`src/rtl/cmp_out_pkg.sv`:
```
package cmp_out_pkg;

  typedef enum logic [1:0] {
    WAVE_NORMAL = 2'b00,
    WAVE_CTC    = 2'b01,
    WAVE_FAST   = 2'b10,
    WAVE_PHASE  = 2'b11
  } waveKind_t;

  typedef enum logic [1:0] {
    ACT_NONE   = 2'b00,
    ACT_TOGGLE = 2'b01,
    ACT_CLEAR  = 2'b10,
    ACT_SET    = 2'b11
  } cmpAct_t;

  // Strobes from control to datapath
  typedef struct packed {
    logic load;
    logic set;
    logic clr;
    logic tog;
    logic override;
  } ocStrobe_t;

endpackage

```
`src/rtl/cmp_out_ctrl.sv`:
```
module cmp_out_ctrl
  import cmp_out_pkg::*;
(
  input  logic [1:0] wave,
  input  logic [1:0] cmpMode,
  input  logic       matchPulse,
  input  logic       bottomPulse,
  input  logic       countDown,
  input  logic       forceStrobe,
  input  logic       presetWe,
  output ocStrobe_t  strobe
);

  waveKind_t waveK;
  cmpAct_t   actK;
  logic      nonPwmHit;
  logic      setOnMatch;

  assign waveK = waveKind_t'(wave);
  assign actK  = cmpAct_t'(cmpMode);

  // force merged with match so a coincident pair acts once
  assign nonPwmHit = matchPulse | forceStrobe;

  // In phase-correct, the down-count match inverts the up-count action
  assign setOnMatch = (waveK == WAVE_PHASE) ? ((actK == ACT_SET) ^ countDown)
                                            : (actK == ACT_SET);

  always_comb begin
    strobe          = '0;
    strobe.override = (cmpMode != 2'b00);
    if (presetWe) begin
      strobe.load = 1'b1;
    end else begin
      unique case (waveK)
        WAVE_NORMAL, WAVE_CTC: begin
          if (nonPwmHit) begin
            unique case (actK)
              ACT_TOGGLE: strobe.tog = 1'b1;
              ACT_CLEAR:  strobe.clr = 1'b1;
              ACT_SET:    strobe.set = 1'b1;
              default:    ;
            endcase
          end
        end
        WAVE_FAST: begin
          if (actK == ACT_CLEAR || actK == ACT_SET) begin
            if (matchPulse) begin
              strobe.set = setOnMatch;
              strobe.clr = ~setOnMatch;
            end else if (bottomPulse) begin
              strobe.set = ~setOnMatch;
              strobe.clr = setOnMatch;
            end
          end
        end
        WAVE_PHASE: begin
          if ((actK == ACT_CLEAR || actK == ACT_SET) && matchPulse) begin
            strobe.set = setOnMatch;
            strobe.clr = ~setOnMatch;
          end
        end
        default: ;
      endcase
    end
  end

endmodule

```
`src/rtl/cmp_out_dp.sv`:
```
module cmp_out_dp
  import cmp_out_pkg::*;
#(
  parameter logic RESET_LEVEL = 1'b0
) (
  input  logic      clk,
  input  logic      rstN,
  input  ocStrobe_t strobe,
  input  logic      presetVal,
  input  logic      portData,
  input  logic      portDir,
  output logic      pinOut,
  output logic      pinOe,
  output logic      ocState
);

  logic ocReg;

  always_ff @(posedge clk) begin
    if (!rstN)            ocReg <= RESET_LEVEL;
    else if (strobe.load) ocReg <= presetVal;
    else if (strobe.set)  ocReg <= 1'b1;
    else if (strobe.clr)  ocReg <= 1'b0;
    else if (strobe.tog)  ocReg <= ~ocReg;
  end

  assign pinOut  = strobe.override ? ocReg : portData;
  assign pinOe   = portDir;
  assign ocState = ocReg;

endmodule

```
`src/rtl/cmp_out_pin.sv`:
```
module cmp_out_pin
  import cmp_out_pkg::*;
#(
  parameter logic RESET_LEVEL = 1'b0
) (
  input  logic       clk,
  input  logic       rstN,
  input  logic [1:0] wave,
  input  logic [1:0] cmpMode,
  input  logic       matchPulse,
  input  logic       bottomPulse,
  input  logic       countDown,
  input  logic       forceStrobe,
  input  logic       presetWe,
  input  logic       presetVal,
  input  logic       portData,
  input  logic       portDir,
  output logic       pinOut,
  output logic       pinOe,
  output logic       ocState
);

  ocStrobe_t strobe;

  cmp_out_ctrl ctrl_i (
    .wave       (wave),
    .cmpMode    (cmpMode),
    .matchPulse (matchPulse),
    .bottomPulse(bottomPulse),
    .countDown  (countDown),
    .forceStrobe(forceStrobe),
    .presetWe   (presetWe),
    .strobe     (strobe)
  );

  cmp_out_dp #(.RESET_LEVEL(RESET_LEVEL)) dp_i (
    .clk      (clk),
    .rstN     (rstN),
    .strobe   (strobe),
    .presetVal(presetVal),
    .portData (portData),
    .portDir  (portDir),
    .pinOut   (pinOut),
    .pinOe    (pinOe),
    .ocState  (ocState)
  );

endmodule

```
`config.mk`:
```
export PLATFORM = sky130hd
export DESIGN_NAME = cmp_out_pin
export DESIGN_NICKNAME = d
export VERILOG_FILES = /design/src/rtl/cmp_out_pkg.sv /design/src/rtl/cmp_out_ctrl.sv /design/src/rtl/cmp_out_dp.sv /design/src/rtl/cmp_out_pin.sv
export SDC_FILE = /design/constraint.sdc
export NUM_CORES = 1
export LEC_CHECK = 0
export ABC_AREA = 1
export BUFFER_PORTS_ARGS = -buffer_cell sky130_fd_sc_hd__buf_2
export CAP_MARGIN = 30
export CORE_AREA = 2 2 39 41
export CTS_BUF_LIST = sky130_fd_sc_hd__clkbuf_16
export DETAILED_ROUTE_END_ITERATION = 6
export DIE_AREA = 0 0 41 43
export PLACE_DENSITY = 0.46
export SYNTH_ARGS = -nofsm -noshare
export SYNTH_HDL_FRONTEND = slang
export SYNTH_HIERARCHICAL = 1
export SYNTH_SLANG_ARGS = --single-unit
```
`constraint.sdc`:
```
create_clock -name clk -period 1.6 [get_ports clk]
set_input_delay 0.24 -clock clk [delete_from_list [all_inputs] [get_ports clk]]
set_output_delay 0.24 -clock clk [all_outputs]
set_load 0.005 [all_outputs]
```
==> results.py, run 1 <==
metrics = {
    "status": {
        "outcome": "completed",
    },
    "global_route": {
        "grt_max_degree": 7,
        "grt_first_pass_wirelength_um": 1062,
        "grt_pass1_vias": 299,
        "grt_use_total": 0.07900,
        "grt_overflow_total": 0,
        "antenna_found_initial": 0,
    },
    "floorplanning": {
        "ioPinCount": 17,
        "core-area_um2": 1384,
        "die_h_um": 43,
        "rows": 14,
        "die_area_um2": 1763,
        "die_x_um": 41,
        "start_util": 0.2089,
    },
    "finish": {
        "drive_gt1_frac": 0.3623,
        "diodes": 0,
        "final_common_cell": "buf_2",
        "largest_reg_flops": 1,
        "area_growth_pct": 25.97,
        "fin_nets": 85,
        "layout_common_cells": "14 x buf_2, 12 x inv_1, 11 x nand2_1",
    },
    "timing": {
        "skew_ps": 0,
        "timing.final.crit_share": 0.7771,
        "fmax_mhz": 804.2,
        "setup_viol": 0,
        "min_period_ps": 1243,
        "fin_ws_ps": 356.6,
        "rsz0062_at_grt": "false",
        "tightestPinTransition_ps": 212.2,
        "setup_tns_ps": 0,
        "relSlewSlack": 0.8575,
        "hold_violations": 0,
        "hold_slack_ps": 480.0,
        "maxSlewViolCount": 0,
    },
    "setup_path": {
        "end_kind": "flop",
        "crit_chain": "buf_2 -> inv_1 -> nand2_1 -> nand2_1 -> nand3_1 -> a21oi_1 -> nor2_1 -> inv_1 -> nand3_2 -> a21oi_2",
        "crit_family": "buffers and inverters",
        "cp.required_ps": 1530,
        "start_kind": "input port",
        "crit_buf_inv": 3,
        "cp_slowest_cell": "a21oi_1",
        "critPathKind": "in -> reg",
        "max_stage_delay_ps": 160,
        "arrival_ps": 1180,
        "cp_max_fo": 6,
    },
    "route": {
        "routedWlPerCell_um": 7.388,
        "routed_wl_um": 628,
        "drtIter0Drc": 3,
        "num_vias": 339,
        "drt_pass1_iterations": 2,
        "vias_per_cell": 3.988,
        "drc": 0,
        "antenna_left": 0,
    },
    "logic_synthesis": {
        "synth_seq_cells": 1,
        "synthMuxAreaShare": 0,
        "synthAdderAreaFrac": 0,
        "postSynthCellCount": 57,
        "synthXorXnorAreaFrac": 0,
        "synth_compound_area_frac": 0.1255,
        "yosys-top-cells-area": "inv_1 16%, nand2_2 15%, nand2_1 14%",
        "syn_avg_cell_area_um2": 5.071,
        "synth_cell_types": 15,
        "yosysTopAreaCell": "inv_1",
        "syn-num-nets": 71,
        "syn-cell-area_um2": 289.0,
        "ys_warn_count": 6,
        "synth_simple_gate_area_frac": 0.5974,
        "synth_top_family_by_area": "simple AND/OR/NAND/NOR gates",
        "post-synth-top-area-fraction": 0.1558,
        "yosysSeqAreaShare": 0.06926,
    },
    "place": {
        "port_buffers": 14,
        "post-dp-hpwl_um": 555.4,
        "gp_congestion": 0.7970,
        "place_ws_ps": 365.8,
    },
    "clock_tree": {
        "hold_buffers": 0,
        "post_cts_buffers": 0,
        "cts_resized": 0,
        "path_clk_slew_ps": 0,
        "clk_latency_ps": 0,
    },
    "power_and_ir_drop": {
        "ir_worst_vdd_mv": 0.06928,
        "cellLeakagePower_nw": 0.2170,
        "cellPowerDensity_nw_per_um2": 295.7,
    },
    "worst_hold_path": {
        "hold_path_class": "in -> out",
    },
    "flow_run": {
        "drv_cap": 0,
    },
}
synth_stat cells:
master / count
inv_1: 12
nand2_1: 11
nor2_1: 8
nand2_2: 7
nand3_1: 6
a21oi_1: 3
buf_4: 2
a21o_1: 1
a21oi_2: 1
dfxtp_1: 1
nand3_2: 1
nor2_2: 1
nor3_1: 1
o21ai_1: 1
or2_2: 1
logic make-up (layout without fill, tap and decap cells):
| logic type | after synthesis | count (layout) |
|---|---|---|
| AND/OR/NAND/NOR | 36 | 36 |
| buffers and inverters | 14 | 26 |
| AO/OA/AOI/OAI | 6 | 6 |
| flip-flops | 1 | 1 |
metrics by stage:
| stage | total power [mW] | cells | area (µm²) | utilization |
|---|---|---|---|---|
| floorplan | 0.08057 | 57 | 289.0 | - |
| global placement | 0.1079 | 85 | 364.1 | 0.2631 |
| detailed placement | 0.1083 | 85 | 364.1 | 0.2631 |
| CTS | 0.1085 | 85 | 364.1 | 0.2631 |
| global route | 0.1194 | 85 | 364.1 | 0.2631 |
| finish | 0.1077 | 85 | 364.1 | 0.2631 |
area by class of cell:
cell class | instances | area, µm²
Multi-Input combinational cell | 42 | 209.0
Fill cell | 169 | 1020
Timing Repair Buffer | 14 | 70.07
Sequential cell | 1 | 20.02
Inverter | 12 | 45.04
Tap cell | 16 | 20.02
worst paths after layout:
kind	from	endpoint	slack, ps	depth (start not counted)
setup reg to reg	dp_i/ocState$_SDFFE_PN0P_	dp_i/ocState$_SDFFE_PN0P_	920	4
setup / recovery	wave[1]	dp_i/ocState$_SDFFE_PN0P_	360	10
hold reg to reg	dp_i/ocState$_SDFFE_PN0P_	dp_i/ocState$_SDFFE_PN0P_	570	3
hold / removal	portDir	pinOe	480	0
report_power, final:
part | switching, mW | internal, mW
Sequential | 0.00150 | 0.0276
Clock | 0 | 0
Combinational | 0.0440 | 0.0345
routing by layer:
layer  vias to the layer above  share of wire  global-route usage
met3                         0          0.030            0.005236
met4                         0              0             0.01333
met1                       138           0.47              0.1048
met5                         -              0                   0
met2                         5           0.50              0.1344
li1                        196              -                   -
No activity file was read; power rests on OpenSTA's default activity.
==> run 2: changes to the inputs <==
- clock period: 1.6 -> 1.2 ns (I/O delays scaled with it)
==> run 2 against run 1 <==
Cell count up 1.2%. Final area is 8.2% higher. Sequential power up 33%. Die area unchanged. Core utilization up 2.2 points. Total power up 43%. Combinational power grew 48%. Worst setup slack lost 300 ps. Via count up 2.4%. Critical path depth is 1 higher. Hold slack lost 120 ps. Largest cell class unchanged. Largest power group unchanged. First-iteration DRC count down 33%.
==> results.py, run 2 (synthesized netlist as in run 1, its figures left out) <==
metrics = {
    "route": {
        "antenna_left": 0,
        "drc": 0,
        "vias_per_cell": 4.035,
        "routed_wl_um": 641,
        "routedWlPerCell_um": 7.453,
        "drtIter0Drc": 2,
        "num_vias": 347,
        "drt_pass1_iterations": 4,
    },
    "setup_path": {
        "max_stage_delay_ps": 130,
        "start_kind": "input port",
        "end_kind": "flop",
        "cp_max_fo": 5,
        "crit_chain": "buf_2 -> nand2_2 -> inv_2 -> nand2_4 -> nand2_2 -> nand2_2 -> nand2_1 -> nor2_1 -> nor2_1 -> nor2_1 -> a21oi_2",
        "critPathKind": "in -> reg",
        "cp_slowest_cell": "buf_2",
        "arrival_ps": 1020,
        "cp.required_ps": 1080,
    },
    "timing": {
        "hold_violations": 0,
        "hold_slack_ps": 360.0,
        "timing.final.crit_share": 0.9507,
        "tightestPinTransition_ps": 244.2,
        "maxSlewViolCount": 0,
        "skew_ps": 0,
        "setup_viol": 0,
        "fmax_mhz": 876.6,
        "relSlewSlack": 0.8360,
        "min_period_ps": 1141,
    },
    "place": {
        "port_buffers": 14,
        "post-dp-hpwl_um": 570.4,
        "gp_congestion": 0.7777,
        "dp_cells": 86,
        "placed_cell_area_um2": 371.6,
    },
    "status": {
        "outcome": "completed",
    },
    "floorplanning": {
        "die_area_um2": 1763,
        "start_util": 0.2089,
        "die_x_um": 41,
        "core-area_um2": 1384,
        "die_h_um": 43,
        "ioPinCount": 17,
        "rows": 14,
    },
    "power_and_ir_drop": {
        "cellLeakagePower_nw": 0.2293,
        "ir_worst_vdd_mv": 0.1014,
        "cellPowerDensity_nw_per_um2": 391.8,
    },
    "global_route": {
        "grt_max_degree": 6,
        "grt_pass1_vias": 285,
        "grt_use_total": 0.08100,
        "antenna_found_initial": 0,
        "grt_first_pass_wirelength_um": 1090,
        "grt_overflow_total": 0,
    },
    "finish": {
        "fin_nets": 86,
        "layout.cells.non_filler": 86,
        "final_common_cell": "buf_2",
        "fin_area_um2": 394.1,
        "layout_common_cells": "12 x buf_2, 11 x nand2_1, 10 x inv_1",
        "post-route-util": 0.2848,
        "area_growth_pct": 36.36,
        "largest_reg_flops": 1,
        "n_fill_cell": 174,
        "drive_gt1_frac": 0.4286,
        "diodes": 0,
    },
    "clock_tree": {
        "hold_buffers": 0,
        "clk_latency_ps": 0,
        "path_clk_slew_ps": 0,
    },
    "worst_hold_path": {
        "hold_path_class": "in -> out",
    },
    "flow_run": {
        "drv_cap": 0,
    },
}
-- run 2: changes by cell type in the layout (fill, tap and decap cells not counted) --
cell	delta
buf_4	+3
buf_2	-2
inv_1	-2
inv_2	+2
nand3_1	-2
nand3_2	+2
nand2_2	-1
nand2_4	+1
or2_2	-1
or2_4	+1
-- run 2: critical path, delay by kind of cell --
family / cells / cell delay [ps]
AOI/OAI and AO/OA: 1 / 60
buffers and inverters: 2 / 190
and+or+nand+nor: 8 / 570
-- run 2: area by class of cell --
cell class | count | area, µm² | share of cell area
inverters | 12 | 45.04 | 0.1143
multi-input cells | 42 | 226.5 | 0.5746
flip-flops and latches | 1 | 20.02 | 0.05079
well taps | 16 | 20.02 | 0.05079
repair buffers | 15 | 82.58 | 0.2095
-- run 2: timing repair --
item / in CTS / in global routing
gates resized for setup: 0 / 8
setup buffers: 0 / 0
setup endpoints to repair: 0 / 1
-- run 2: worst paths after layout --
kind | from | endpoint | slack, ps | depth (start not counted)
max reg2reg | dp_i/ocState$_SDFFE_PN0P_ | dp_i/ocState$_SDFFE_PN0P_ | 520 | 4
min | portDir | pinOe | 360 | 0
min reg2reg | dp_i/ocState$_SDFFE_PN0P_ | dp_i/ocState$_SDFFE_PN0P_ | 560 | 3
max | cmpMode[1] | dp_i/ocState$_SDFFE_PN0P_ | 60 | 11
-- run 2: routing by layer --
metal | GRT usage | wire (µm) | vias up
li1 | - | - | 197
met1 | 0.1238 | 321 | 145
met2 | 0.1313 | 303 | 5
met3 | 0 | 15 | 0
met4 | 0 | 0 | 0
met5 | 0 | 0 | -
-- run 2: where the power goes --
part	switching [mW]	internal (mW)	total (mW)
sequential	0.00180	0.0368	0.0386
combinational	0.0633	0.0525	0.116
clock	0	0	0
total	0.0651	0.0894	0.154
-- run 2: through the flow --
stage / setup WS (ps) / setup TNS [ps] / total power [mW]
final: 59.17 / 0 / 0.1544
after global routing: -3.080 / -3.080 / 0.1694
after CTS: 45.95 / 0 / 0.1473
after floorplan: 241.7 / 0 / 0.1074
after detailed placement: 44.69 / 0 / 0.1469
after global placement: 43.06 / 0 / 0.1466
==> run 3: changes to the inputs <==
- PLACE_DENSITY: 0.46 -> 0.47
- clock period: 1.2 -> 0.9 ns (I/O delays scaled with it)
==> run 3 against run 2 <==
The run now ends with negative setup slack left. Combinational power grew 95%. Critical endpoint unchanged. Largest cell class unchanged. Largest power group unchanged. Register-to-register slack lost 320 ps. Critical path type unchanged. Wire length grew 22%. First-iteration DRC count grew to 2.5 times the previous value. Clock skew is the same. Flip-flop and latch count is the same. Hold slack lost 90 ps. Cell count grew 9.3%. Via count grew 11%. Die area is the same. Final area grew 37%.
==> results.py, run 3 (synthesized netlist as in run 1, its figures left out) <==
metrics = {
    "route": {
        "antenna_left": 0,
        "routed_wl_um": 782,
        "vias_per_cell": 4.096,
        "routedWlPerCell_um": 8.319,
        "drc": 0,
        "drt_pass1_iterations": 4,
        "num_vias": 385,
        "drtIter0Drc": 5,
    },
    "finish": {
        "area_growth_pct": 87.01,
        "diodes": 0,
        "n_fill_cell": 155,
        "layout_common_cells": "9 x buf_2, 8 x nand2_1, 8 x buf_4",
        "drive_gt1_frac": 0.6026,
        "final_common_cell": "buf_2",
        "fin_nets": 94,
        "multiInputGateArea_um2": 272.8,
        "layout.cells.non_filler": 94,
        "regArea_um2": 20.02,
        "largest_reg_flops": 1,
    },
    "timing": {
        "maxSlewViolCount": 0,
        "tightestPinTransition_ps": 170.1,
        "relSlewSlack": 0.8860,
        "setup_viol": 1,
        "setup_tns_ps": -160.9,
        "fmax_mhz": 942.6,
        "skew_ps": 0,
        "timing.final.crit_share": 1.179,
        "fin_ws_ps": -160.9,
        "min_period_ps": 1061,
        "rsz0062_at_grt": "true",
        "hold_violations": 0,
        "hold_slack_ps": 270.0,
    },
    "setup_path": {
        "cp_max_fo": 3,
        "arrival_ps": 940,
        "critPathKind": "in -> reg",
        "end_kind": "flop",
        "reg2reg_slack_ps": 200,
        "cp.required_ps": 780,
        "start_kind": "input port",
    },
    "worst_hold_path": {
        "hold_path_class": "in -> out",
    },
    "flow_run": {
        "drv_cap": 0,
    },
    "power_and_ir_drop": {
        "cellLeakagePower_nw": 0.2960,
        "fin_total_pwr_uw": 277.3,
        "cellPowerDensity_nw_per_um2": 513.1,
        "ir_worst_vdd_mv": 0.2591,
    },
    "floorplanning": {
        "die_h_um": 43,
        "ioPinCount": 17,
        "rows": 14,
        "core-area_um2": 1384,
        "die_area_um2": 1763,
        "die_x_um": 41,
        "start_util": 0.2089,
    },
    "global_route": {
        "grt_first_pass_wirelength_um": 1145,
        "grt_max_degree": 7,
        "grt_overflow_total": 0,
        "grt_pass1_vias": 319,
        "antenna_found_initial": 0,
        "grt_use_total": 0.08500,
    },
    "place": {
        "port_buffers": 14,
        "gp_congestion": 0.7155,
        "dp_cells": 91,
        "place_ws_ps": -235.1,
        "post-dp-hpwl_um": 575.6,
    },
    "status": {
        "outcome": "complete, but fails checks",
        "violations": "negative setup slack",
    },
    "clock_tree": {
        "hold_buffers": 0,
        "clk_latency_ps": 0,
        "path_clk_slew_ps": 0,
    },
}
-- run 3: path summary, 6_finish.rpt --
check / to / from / cells past startpoint
setup / recovery: dp_i/ocState$_SDFFE_PN0P_ / wave[1] / 11
hold / removal: pinOe / portDir / 0
setup reg to reg: dp_i/ocState$_SDFFE_PN0P_ / dp_i/ocState$_SDFFE_PN0P_ / 4
hold reg to reg: dp_i/ocState$_SDFFE_PN0P_ / dp_i/ocState$_SDFFE_PN0P_ / 3
-- run 3: power breakdown --
group	internal (mW)	switching, mW	total, mW
sequential	0.0491	0.00230	0.0514
combinational	0.117	0.109	0.226
clock	0	0	0
-- run 3: what timing repair did --
item / in CTS / in global routing
gates resized for setup: 13 / 19
setup endpoints to repair: 2 / 2
pin swaps: 10 / 12
setup buffers: 2 / 1
-- run 3: final cells by class --
type | instances | share of cell area
flip-flops and latches | 1 | 0.03704
well taps | 16 | 0.03704
multi-input cells | 42 | 0.5046
inverters | 12 | 0.08796
repair buffers | 23 | 0.3333
-- run 3: worst max-delay path, cell delays in order --
cell and delay (ps):
buf_8 100, nand2_4 70, nor2_4 30, nand2_2 80, nand2_4 70, nand2_4 60, nand2_2 50, nor2_2 90
nor2_1 50, nor2_1 130, a21oi_2 70
-- run 3: stage by stage --
stage	area, µm²	util
after floorplan	291.5	-
after global placement	411.6	0.2975
after detailed placement	411.6	0.2975
after CTS	465.4	0.3363
after global routing	540.5	0.3906
final	540.5	0.3906
-- run 3: routing by layer --
metal | up-vias | GRT usage | share of wire
li1 | 214 | - | -
met3 | 0 | 0 | 0.059
met1 | 161 | 0.1333 | 0.45
met5 | - | 0 | 0
met2 | 10 | 0.1344 | 0.49
met4 | 0 | 0 | 0
